<file path="src/rtl/rx_dma_pkg.sv">
package rx_dma_pkg;
  typedef enum logic [1:0] {
    RXI_OFF              = 2'b00,
    RXI_FIRST_OR_SPECIAL = 2'b01,
    RXI_ALL_CHARS        = 2'b10,
    RXI_SPECIAL_ONLY     = 2'b11
  } rx_int_mode_e;

  localparam int CTRL_EN  = 2;
  localparam int CTRL_FN  = 1;
  localparam int CTRL_DIR = 0;

  function automatic logic locks_on_special(rx_int_mode_e m);
    return (m == RXI_FIRST_OR_SPECIAL) || (m == RXI_SPECIAL_ONLY);
  endfunction
endpackage

</file>
<file path="src/rtl/rx_dma_rd_detect.sv">
module rx_dma_rd_detect (
  input  logic clk_i,
  input  logic rst_ni,
  input  logic rd_n_i,
  input  logic rd_sel_i,
  output logic rd_evt_o
);
  logic rd_n_q;

  always_ff @(posedge clk_i or negedge rst_ni) begin
    if (!rst_ni) rd_n_q <= 1'b1;
    else         rd_n_q <= rd_n_i;
  end

  assign rd_evt_o = rd_n_q & ~rd_n_i & rd_sel_i;
endmodule

</file>
<file path="src/rtl/rx_dma_fifo.sv">
module rx_dma_fifo #(
  parameter int DATA_W = 8,
  parameter int DEPTH  = 3,
  parameter int CNT_W  = $clog2(DEPTH + 1)
) (
  input  logic              clk_i,
  input  logic              rst_ni,
  input  logic              push_i,
  input  logic [DATA_W-1:0] push_data_i,
  input  logic              push_err_i,
  input  logic              rd_evt_i,
  input  logic              lock_mode_i,
  input  logic              err_reset_i,
  output logic [DATA_W-1:0] head_data_o,
  output logic              head_err_o,
  output logic [CNT_W-1:0]  count_o,
  output logic              lock_o,
  output logic              lock_set_o
);
  localparam int PTR_W = (DEPTH > 1) ? $clog2(DEPTH) : 1;
  localparam logic [PTR_W-1:0] LAST = PTR_W'(DEPTH - 1);

  logic [DATA_W-1:0] data_q [DEPTH];
  logic [DEPTH-1:0]  err_q;
  logic [PTR_W-1:0]  wr_ptr_q, rd_ptr_q;
  logic [CNT_W-1:0]  count_q;
  logic              lock_q;
  logic              empty, full, pop, push_ok, unlock;

  function automatic logic [PTR_W-1:0] ptr_inc(logic [PTR_W-1:0] p);
    return (p == LAST) ? '0 : p + 1'b1;
  endfunction

  assign empty       = (count_q == '0);
  assign full        = (count_q == CNT_W'(DEPTH));
  assign head_data_o = data_q[rd_ptr_q];
  assign head_err_o  = err_q[rd_ptr_q];

  // locked head: a read returns data but does not remove it
  assign lock_set_o = rd_evt_i & ~empty & ~lock_q & head_err_o & lock_mode_i;
  assign unlock     = err_reset_i & lock_q;
  assign pop        = (rd_evt_i & ~empty & ~lock_q & ~(head_err_o & lock_mode_i)) | unlock;
  assign push_ok    = push_i & (~full | pop);

  for (genvar i = 0; i < DEPTH; i++) begin : g_slot
    always_ff @(posedge clk_i or negedge rst_ni) begin
      if (!rst_ni) begin
        data_q[i] <= '0;
        err_q[i]  <= 1'b0;
      end else if (push_ok && wr_ptr_q == PTR_W'(i)) begin
        data_q[i] <= push_data_i;
        err_q[i]  <= push_err_i;
      end
    end
  end

  always_ff @(posedge clk_i or negedge rst_ni) begin
    if (!rst_ni) begin
      wr_ptr_q <= '0;
      rd_ptr_q <= '0;
      count_q  <= '0;
      lock_q   <= 1'b0;
    end else begin
      if (push_ok) wr_ptr_q <= ptr_inc(wr_ptr_q);
      if (pop)     rd_ptr_q <= ptr_inc(rd_ptr_q);
      case ({push_ok, pop})
        2'b10:   count_q <= count_q + 1'b1;
        2'b01:   count_q <= count_q - 1'b1;
        default: count_q <= count_q;
      endcase
      if (lock_set_o)  lock_q <= 1'b1;
      else if (unlock) lock_q <= 1'b0;
    end
  end

  assign count_o = count_q;
  assign lock_o  = lock_q;

  a_r11_count_bound: assert property (@(posedge clk_i) disable iff (!rst_ni)
    count_q <= CNT_W'(DEPTH));
  a_r8_unlock: assert property (@(posedge clk_i) disable iff (!rst_ni)
    lock_q && err_reset_i |=> !lock_q);
  a_r7_lock_keeps_head: assert property (@(posedge clk_i) disable iff (!rst_ni)
    lock_q && !err_reset_i |=> $stable(rd_ptr_q));
endmodule

</file>
<file path="src/rtl/rx_dma_req_ctrl.sv">
module rx_dma_req_ctrl (
  input  logic clk_i,
  input  logic rst_ni,
  input  logic active_i,
  input  logic rd_evt_i,
  input  logic lock_i,
  input  logic lock_set_i,
  input  logic has_data_i,
  output logic req_n_o
);
  logic req_q, req_d;

  // a read always releases; re-assertion waits one clock for updated occupancy
  assign req_d = active_i & ~rd_evt_i & ~lock_i & ~lock_set_i & has_data_i;

  always_ff @(posedge clk_i or negedge rst_ni) begin
    if (!rst_ni) req_q <= 1'b0;
    else         req_q <= req_d;
  end

  assign req_n_o = ~req_q;

  a_r2_off_high: assert property (@(posedge clk_i) disable iff (!rst_ni)
    !active_i |=> req_n_o);
  a_r4_read_high: assert property (@(posedge clk_i) disable iff (!rst_ni)
    rd_evt_i |=> req_n_o);
  a_r3_req_needs_data: assert property (@(posedge clk_i) disable iff (!rst_ni)
    !req_n_o |-> has_data_i);
endmodule

</file>
<file path="src/rtl/rx_dma_req.sv">
module rx_dma_req
  import rx_dma_pkg::*;
#(
  parameter int DATA_W = 8,
  parameter int DEPTH  = 3,
  parameter int CNT_W  = $clog2(DEPTH + 1)
) (
  input  logic              clk_i,
  input  logic              rst_ni,
  input  logic [2:0]        dma_ctrl_i,
  input  logic [1:0]        rx_int_mode_i,
  input  logic              rd_n_i,
  input  logic              rd_sel_i,
  input  logic              push_i,
  input  logic [DATA_W-1:0] push_data_i,
  input  logic              push_err_i,
  input  logic              err_reset_i,
  output logic [DATA_W-1:0] rd_data_o,
  output logic              rd_err_o,
  output logic              req_n_o,
  output logic [CNT_W-1:0]  fifo_count_o,
  output logic              fifo_empty_o,
  output logic              fifo_full_o
);
  logic rd_evt, lock, lock_set, active, lock_mode;
  logic [CNT_W-1:0] count;

  assign active    = dma_ctrl_i[CTRL_EN] & dma_ctrl_i[CTRL_FN] & dma_ctrl_i[CTRL_DIR];
  assign lock_mode = locks_on_special(rx_int_mode_e'(rx_int_mode_i));

  rx_dma_rd_detect u_rd (
    .clk_i, .rst_ni, .rd_n_i, .rd_sel_i, .rd_evt_o(rd_evt)
  );

  rx_dma_fifo #(.DATA_W(DATA_W), .DEPTH(DEPTH), .CNT_W(CNT_W)) u_fifo (
    .clk_i, .rst_ni, .push_i, .push_data_i, .push_err_i,
    .rd_evt_i(rd_evt), .lock_mode_i(lock_mode), .err_reset_i,
    .head_data_o(rd_data_o), .head_err_o(rd_err_o), .count_o(count),
    .lock_o(lock), .lock_set_o(lock_set)
  );

  rx_dma_req_ctrl u_ctrl (
    .clk_i, .rst_ni, .active_i(active), .rd_evt_i(rd_evt), .lock_i(lock),
    .lock_set_i(lock_set), .has_data_i(count != '0), .req_n_o
  );

  assign fifo_count_o = count;
  assign fifo_empty_o = (count == '0);
  assign fifo_full_o  = (count == CNT_W'(DEPTH));

  a_r7_locked_high: assert property (@(posedge clk_i) disable iff (!rst_ni)
    lock |-> req_n_o);
endmodule

</file>
<file path="config.mk">
export PLATFORM = sky130hd
export DESIGN_NAME = rx_dma_req
export DESIGN_NICKNAME = d
export VERILOG_FILES = /design/src/rtl/rx_dma_pkg.sv /design/src/rtl/rx_dma_rd_detect.sv /design/src/rtl/rx_dma_fifo.sv /design/src/rtl/rx_dma_req_ctrl.sv /design/src/rtl/rx_dma_req.sv
export SDC_FILE = /design/constraint.sdc
export NUM_CORES = 1
export LEC_CHECK = 0
export BUFFER_PORTS_ARGS = -buffer_cell sky130_fd_sc_hd__buf_4
export CORE_ASPECT_RATIO = 0.6
export CORE_MARGIN = 2
export CORE_UTILIZATION = 50
export DETAILED_ROUTE_END_ITERATION = 10
export PLACE_DENSITY = 0.81
export SLEW_MARGIN = 40
export SYNTH_ARGS = -nofsm -noshare
export SYNTH_HDL_FRONTEND = slang
export SYNTH_HIERARCHICAL = 1
export SYNTH_SLANG_ARGS = --single-unit
</file>
<file path="constraint.sdc">
create_clock -name clk_i -period 2.7 [get_ports clk_i]
set_clock_uncertainty 0.15 [all_clocks]
set_input_delay 0.135 -clock clk_i [delete_from_list [all_inputs] [get_ports clk_i]]
set_output_delay 0.135 -clock clk_i [all_outputs]
set_load 0.01 [all_outputs]
</file>
==> results by group, run 1 <==
Run status
  • Status: completed

Setup path
  • Critical Path Source Type: primary input
  • CP Class: in -> reg
  • Crit Path Max Fanout: 5
  • Crit path arrival time: 2520 ps
  • Worst path required time: 2760 ps
  • Crit path capture type: register

Timing
  • Slew Limit Fails: 0
  • Fin crit period: 2460 ps
  • Setup TNS: 0 ps
  • Headroom to the max-slew limit: 0.703
  • Final setup violation count: 0
  • Final period util: 0.912
  • Hold Vio Cnt, Final: 0
  • Worst Tran Pin Value: 446 ps
  • RSZ-0062 raised after global routing: false
  • Maximum clock rate: 0.406 GHz

Power
  • Leakage power: 1.00 nW
  • Power per Cell Area: 1150 nW/um^2
  • Total Power: 0.00253 W
  • VDD IR-drop max: 581 uV

Drt
  • Number of detailed-route iterations in the first pass: 4
  • Met2 wirelength from detailed routing: 1750 um
  • WL met3: 139 um
  • Via count: 1,177
  • WL/cell: 15.3 um
  • Uppermost routed layer: met4
  • Total routed wirelength: 3560 um
  • DR iter-0 viols: 59
  • DRC Markers: 0
  • M1 wire length: 1640 um
  • Vias per cell: 5.05
  • Post-route ant nets: 0

Floorplanning
  • Initial Util: 0.519
  • Row cnt: 16
  • Die width: 78.9 um
  • Die Footprint: 3860 um^2
  • Die Y: 48.9 um
  • IO Count: 34
  • Core area: 3240 um^2

Synthesis
  • Yosys top cell by area: dfrtp_1
  • Mapped cell area: 1680 um^2
  • Synth warn: 6
  • Top cell type's share of synthesized area: 0.520
  • FF+latch count, synth: 36
  • Syn Nets: 158
  • Synth unique cells: 32
  • Syn Inst Count: 137
  • Avg Cell Area, Syn: 12.3 um^2
  • Top post-synthesis cells by area: dfrtp_1 52%, mux2_2 19%, mux2i_1 5.4%
  • Post-synthesis sequential area ratio: 0.536

GRT
  • Tot GR Track Use: 0.206
  • Grt ovf: 0
  • Initial antenna violation count: 0
  • Vias in the first global route: 1,245
  • Largest net degree at the start of global routing: 37
  • First-pass GRT wire length: 5820 um

CTS
  • CTS buffer count: 5
  • Cts repair resizes: 0
  • Hold-fix buffers at CTS: 12
  • TritonCTS clock tree: yes
  • Postcts setup bufs: 0
  • CTS root buffer: clkbuf_8
  • H-tree lvl count: 2
  • CTS clk-pin slew, worst paths: 70 ps
  • Clock sink count: 36
  • Max clock buf depth: 2
  • Clk_lat worst skew: 280 ps

Run
  • Max-cap viol count: 0

Place
  • IO Port Bufs: 32
  • DPL Wire Length: 2600 um
  • Routability cong.: 0.782

Layout
  • Commonest non-fill, non-tap cell in the layout: buf_4
  • Most frequent cells in the layout: 37 x buf_4, 35 x dfrtp_1, 29 x mux2_2, 12 x dlygate4sd3_1, 12 x nand2_1
  • Nets: 208
  • Area Overhead vs Synth: 31.1%
  • Share of cells above drive strength 1: 0.426
  • Antenna Cells: 0

Hold path
  • Worst hold path type: in -> reg
cells in the mapped netlist:
| cell | number |
|---|---|
| o21bai_1 | 1 |
| o21ai_0 | 9 |
| buf_2 | 1 |
| mux2i_1 | 9 |
| xor2_1 | 1 |
| nand2b_1 | 1 |
| o2111ai_2 | 1 |
| or2_1 | 1 |
| nor2b_1 | 2 |
| and3b_1 | 1 |
| mux2_2 | 29 |
| dfstp_2 | 1 |
| buf_1 | 1 |
| xnor2_1 | 2 |
| a211oi_4 | 1 |
| nor2_1 | 5 |
| and3_1 | 2 |
| nand3_1 | 2 |
| a21oi_2 | 1 |
| o21a_1 | 1 |
| nand4b_1 | 1 |
| a211o_1 | 1 |
| and4b_1 | 1 |
| dfrtp_1 | 35 |
| a21boi_0 | 1 |
| inv_1 | 6 |
| ha_1 | 1 |
| clkbuf_1 | 4 |
| o22ai_1 | 1 |
| or2_2 | 1 |
| and2_2 | 1 |
| nand2_1 | 12 |
final cells by class:
| type | count | area [um^2] |
|---|---|---|
| clock inverters | 2 | 10.0 |
| flip-flops and latches | 36 | 902 |
| fillers | 248 | 1040 |
| well taps | 45 | 56.3 |
| clock buffers | 6 | 82.6 |
| repair buffers | 49 | 398 |
| multi-input cells | 89 | 734 |
| inverters | 6 | 22.5 |
per-layer routing:
layer / GRT usage / vias up
met5: 0 / -
met4: 0.0805 / 0
met3: 0.0593 / 5
met2: 0.340 / 20
met1: 0.259 / 580
li1: - / 572
path summary, 6_finish.rpt:
check,startpoint,to,slack [ps],cells after the start
worst max register to register,u_fifo/rd_ptr_q[1],u_fifo/count_o[1],270,7
worst min register to register,u_fifo/data_q[16],u_fifo/data_q[16],360,1
min in group asynchronous,rst_ni,u_fifo/data_q[23],190,2
max in group asynchronous,rst_ni,u_rd/rd_n_q,1880,2
worst min-delay path,rx_int_mode_i[0],u_fifo/lock_o,10,3
worst max-delay path,rd_n_i,u_fifo/count_o[1],240,10
power by group:
part           switching (W)  internal [W]  total [W]
Clock               0.000182      0.000203   0.000385
Sequential          0.000182      0.000800   0.000981
Combinational       0.000525      0.000642    0.00117
kinds of logic (layout without fill, tap and decap cells):
logic type      after synthesis  in the layout  share of synthesized area
simple gates                 30             30                     0.0907
mux                          38             38                      0.248
xor+xnor                      3              3                     0.0156
flops                        36             36                      0.536
fa+ha+maj                     1              1                    0.00743
compound gates               17             17                     0.0751
buf+inv                      12             63                     0.0275
state kept, by name, indices dropped and copies added, names as in the netlist:
| name | count |
|---|---|
| u_fifo/data_q | 24 |
| u_fifo/count_o | 2 |
| u_fifo/err_q | 3 |
| u_fifo/wr_ptr_q | 2 |
| u_fifo/lock_o | 1 |
| u_fifo/rd_ptr_q | 2 |
| u_rd/rd_n_q | 1 |
| u_ctrl/req_q | 1 |
metrics by stage:
step	hold WS [ps]	setup WS, ps	utilization	area (um^2)	cells
4_1_cts	2.75	255	0.680	2210	233
6_report	14.4	238	0.680	2210	233
3_5_place_dp	-37.1	293	0.615	1990	213
5_1_grt	16.8	34.4	0.680	2210	233
2_1_floorplan	-311	547	-	1680	137
3_3_place_gp	-50.0	348	0.615	1990	213
worst max-delay path: stages:
cell and delay, ps:
dlygate4sd3_1 540, buf_4 130, and3b_1 210, nor2b_1 210, o2111ai_2 240, a21boi_0 360, inv_1 80, ha_1 310
nor2_1 150, xor2_1 150
(Power assumes the default switching activity.)
==> inputs of run 2 (changes only) <==
SETUP_SLACK_MARGIN = 0.4   (was not set)
clock period = 3.2 ns   (was 2.7 ns; I/O delays follow)
==> results by group, run 2 (synthesis results as in run 1) <==
Run status
  • Status: completed

Drt
  • Vias per cell: 5.17
  • Total routed wirelength: 3560 um
  • Number of detailed-route iterations in the first pass: 4
  • Post-route ant nets: 0
  • WL/cell: 15.5 um
  • Via count: 1,190
  • DR iter-0 viols: 85
  • DRC Markers: 0

Hold path
  • Hold Path Origin: rx_int_mode_i[0]
  • Hold depth: 3
  • Worst hold path type: in -> reg

Layout
  • Fillcell total: 251
  • Most flops, register: u_fifo/data_q
  • Nets: 205
  • Share of cells above drive strength 1: 0.405
  • Commonest non-fill, non-tap cell in the layout: dfrtp_1
  • Largest register FFs: 24
  • Antenna Cells: 0
  • Most frequent cells in the layout: 35 x dfrtp_1, 34 x buf_4, 29 x mux2_2, 12 x dlygate4sd3_1, 12 x nand2_1
  • Post-route cell area: 2180 um^2
  • Largest registers: u_fifo/data_q x24, u_fifo/err_q x3
  • Multi-input gate area: 734 um^2
  • Register area: 902 um^2
  • Area Overhead vs Synth: 29.6%

CTS
  • Max clock buf depth: 2
  • CTS root buffer: clkbuf_8
  • TritonCTS clock tree: yes
  • Clk_lat worst skew: 280 ps
  • H-tree lvl count: 2
  • CTS buffer count: 5
  • Clock sink count: 36
  • Cts repair resizes: 0
  • CTS clk-pin slew, worst paths: 60 ps

Timing
  • Final worst setup slack: 647 ps
  • Hold Vio Cnt, Final: 0
  • Headroom to the max-slew limit: 0.560
  • Final setup violation count: 0
  • RSZ-0062 raised after global routing: false
  • Maximum clock rate: 0.392 GHz
  • Worst Tran Pin Value: 658 ps
  • Setup TNS: 0 ps
  • Fin crit period: 2550 ps
  • Final period util: 0.798
  • Min Hold Slack: 62.1 ps
  • Slew Limit Fails: 0

Place
  • IO Port Bufs: 32
  • Placed instance area: 1970 um^2
  • Routability cong.: 0.751
  • DPL Wire Length: 2420 um
  • Dpl ws: 704 ps

Setup path
  • Slowest cell on crit path: a211oi_4
  • Worst Setup SP: rd_n_i
  • Crit path capture type: register
  • Critical Path Stages: 7
  • Critical path's largest stage delay: 660 ps
  • Crit Path Max Fanout: 10
  • Worst Path Buf+Inv: 2
  • CP cell instances: dlygate4sd3_1, buf_4, and3b_1, nor2b_1, o2111ai_2, a211oi_4, mux2_2
  • Worst path required time: 3210 ps
  • Critical Path Source Type: primary input
  • Reg2reg start: u_fifo/rd_ptr_q[1]
  • CP top delay family: compound AO/OA/AOI/OAI gates
  • Crit path arrival time: 2570 ps
  • R2R cell count: 4
  • CP Class: in -> reg

GRT
  • Initial antenna violation count: 0
  • Tot GR Track Use: 0.207
  • Vias in the first global route: 1,242
  • Largest net degree at the start of global routing: 37
  • First-pass GRT wire length: 5950 um
  • Grt ovf: 0

Floorplanning
  • Initial Util: 0.519
  • Die Footprint: 3860 um^2
  • Die width: 78.9 um
  • Row cnt: 16
  • Core area: 3240 um^2
  • Die Y: 48.9 um
  • IO Count: 34

Power
  • Leakage power: 0.983 nW
  • VDD IR-drop max: 427 uV
  • Power per Cell Area: 969 nW/um^2

Run
  • Max-cap viol count: 0
-- run 2: final timing paths --
| path | endpoint | slack [ps] |
|---|---|---|
| max | u_fifo/data_q[9] | 650 |
| min in group asynchronous | u_fifo/data_q[15] | 230 |
| min reg2reg | u_fifo/data_q[20] | 360 |
| max reg2reg | u_fifo/data_q[9] | 660 |
| max in group asynchronous | u_rd/rd_n_q | 2330 |
| min | u_fifo/lock_o | 60 |
-- run 2: power breakdown --
part | total (W) | switching [W] | internal [W]
clock | 0.000328 | 0.000152 | 0.000176
combinational | 0.000944 | 0.000418 | 0.000526
sequential | 0.000842 | 0.000168 | 0.000674
-- run 2: stage by stage --
stage / total power, W / cells / utilization
2_1_floorplan: 0.00141 / 137 / -
3_3_place_gp: 0.00172 / 210 / 0.608
3_5_place_dp: 0.00178 / 210 / 0.608
4_1_cts: 0.00213 / 230 / 0.672
5_1_grt: 0.00226 / 230 / 0.672
6_report: 0.00211 / 230 / 0.672
-- run 2: cell type report --
type | count | area share
multi-input combinational | 89 | 0.337
clock buffer | 8 | 0.0413
timing repair buffer | 46 | 0.172
inverter | 6 | 0.0103
sequential | 36 | 0.414
tap | 45 | 0.0258
-- run 2: what timing repair did --
action                                 in CTS  in global routing
buffers inserted                            0                  0
setup endpoints to repair                   0                  0
endpoints found under the hold margin      64                  0
hold buffers                               12                  0
-- run 2: worst reg2reg max path: stages (launching register included) --
cell	delay [ps]
dfrtp_1	550
mux2i_1	360
o2111ai_2	290
a211oi_4	660
mux2_2	410
-- run 2: per-layer routing --
layer | GRT usage | wire, um
met1 | 0.266 | 1620
met2 | 0.345 | 1750
met3 | 0.0574 | 151
met4 | 0.0690 | 42
met5 | 0 | 0
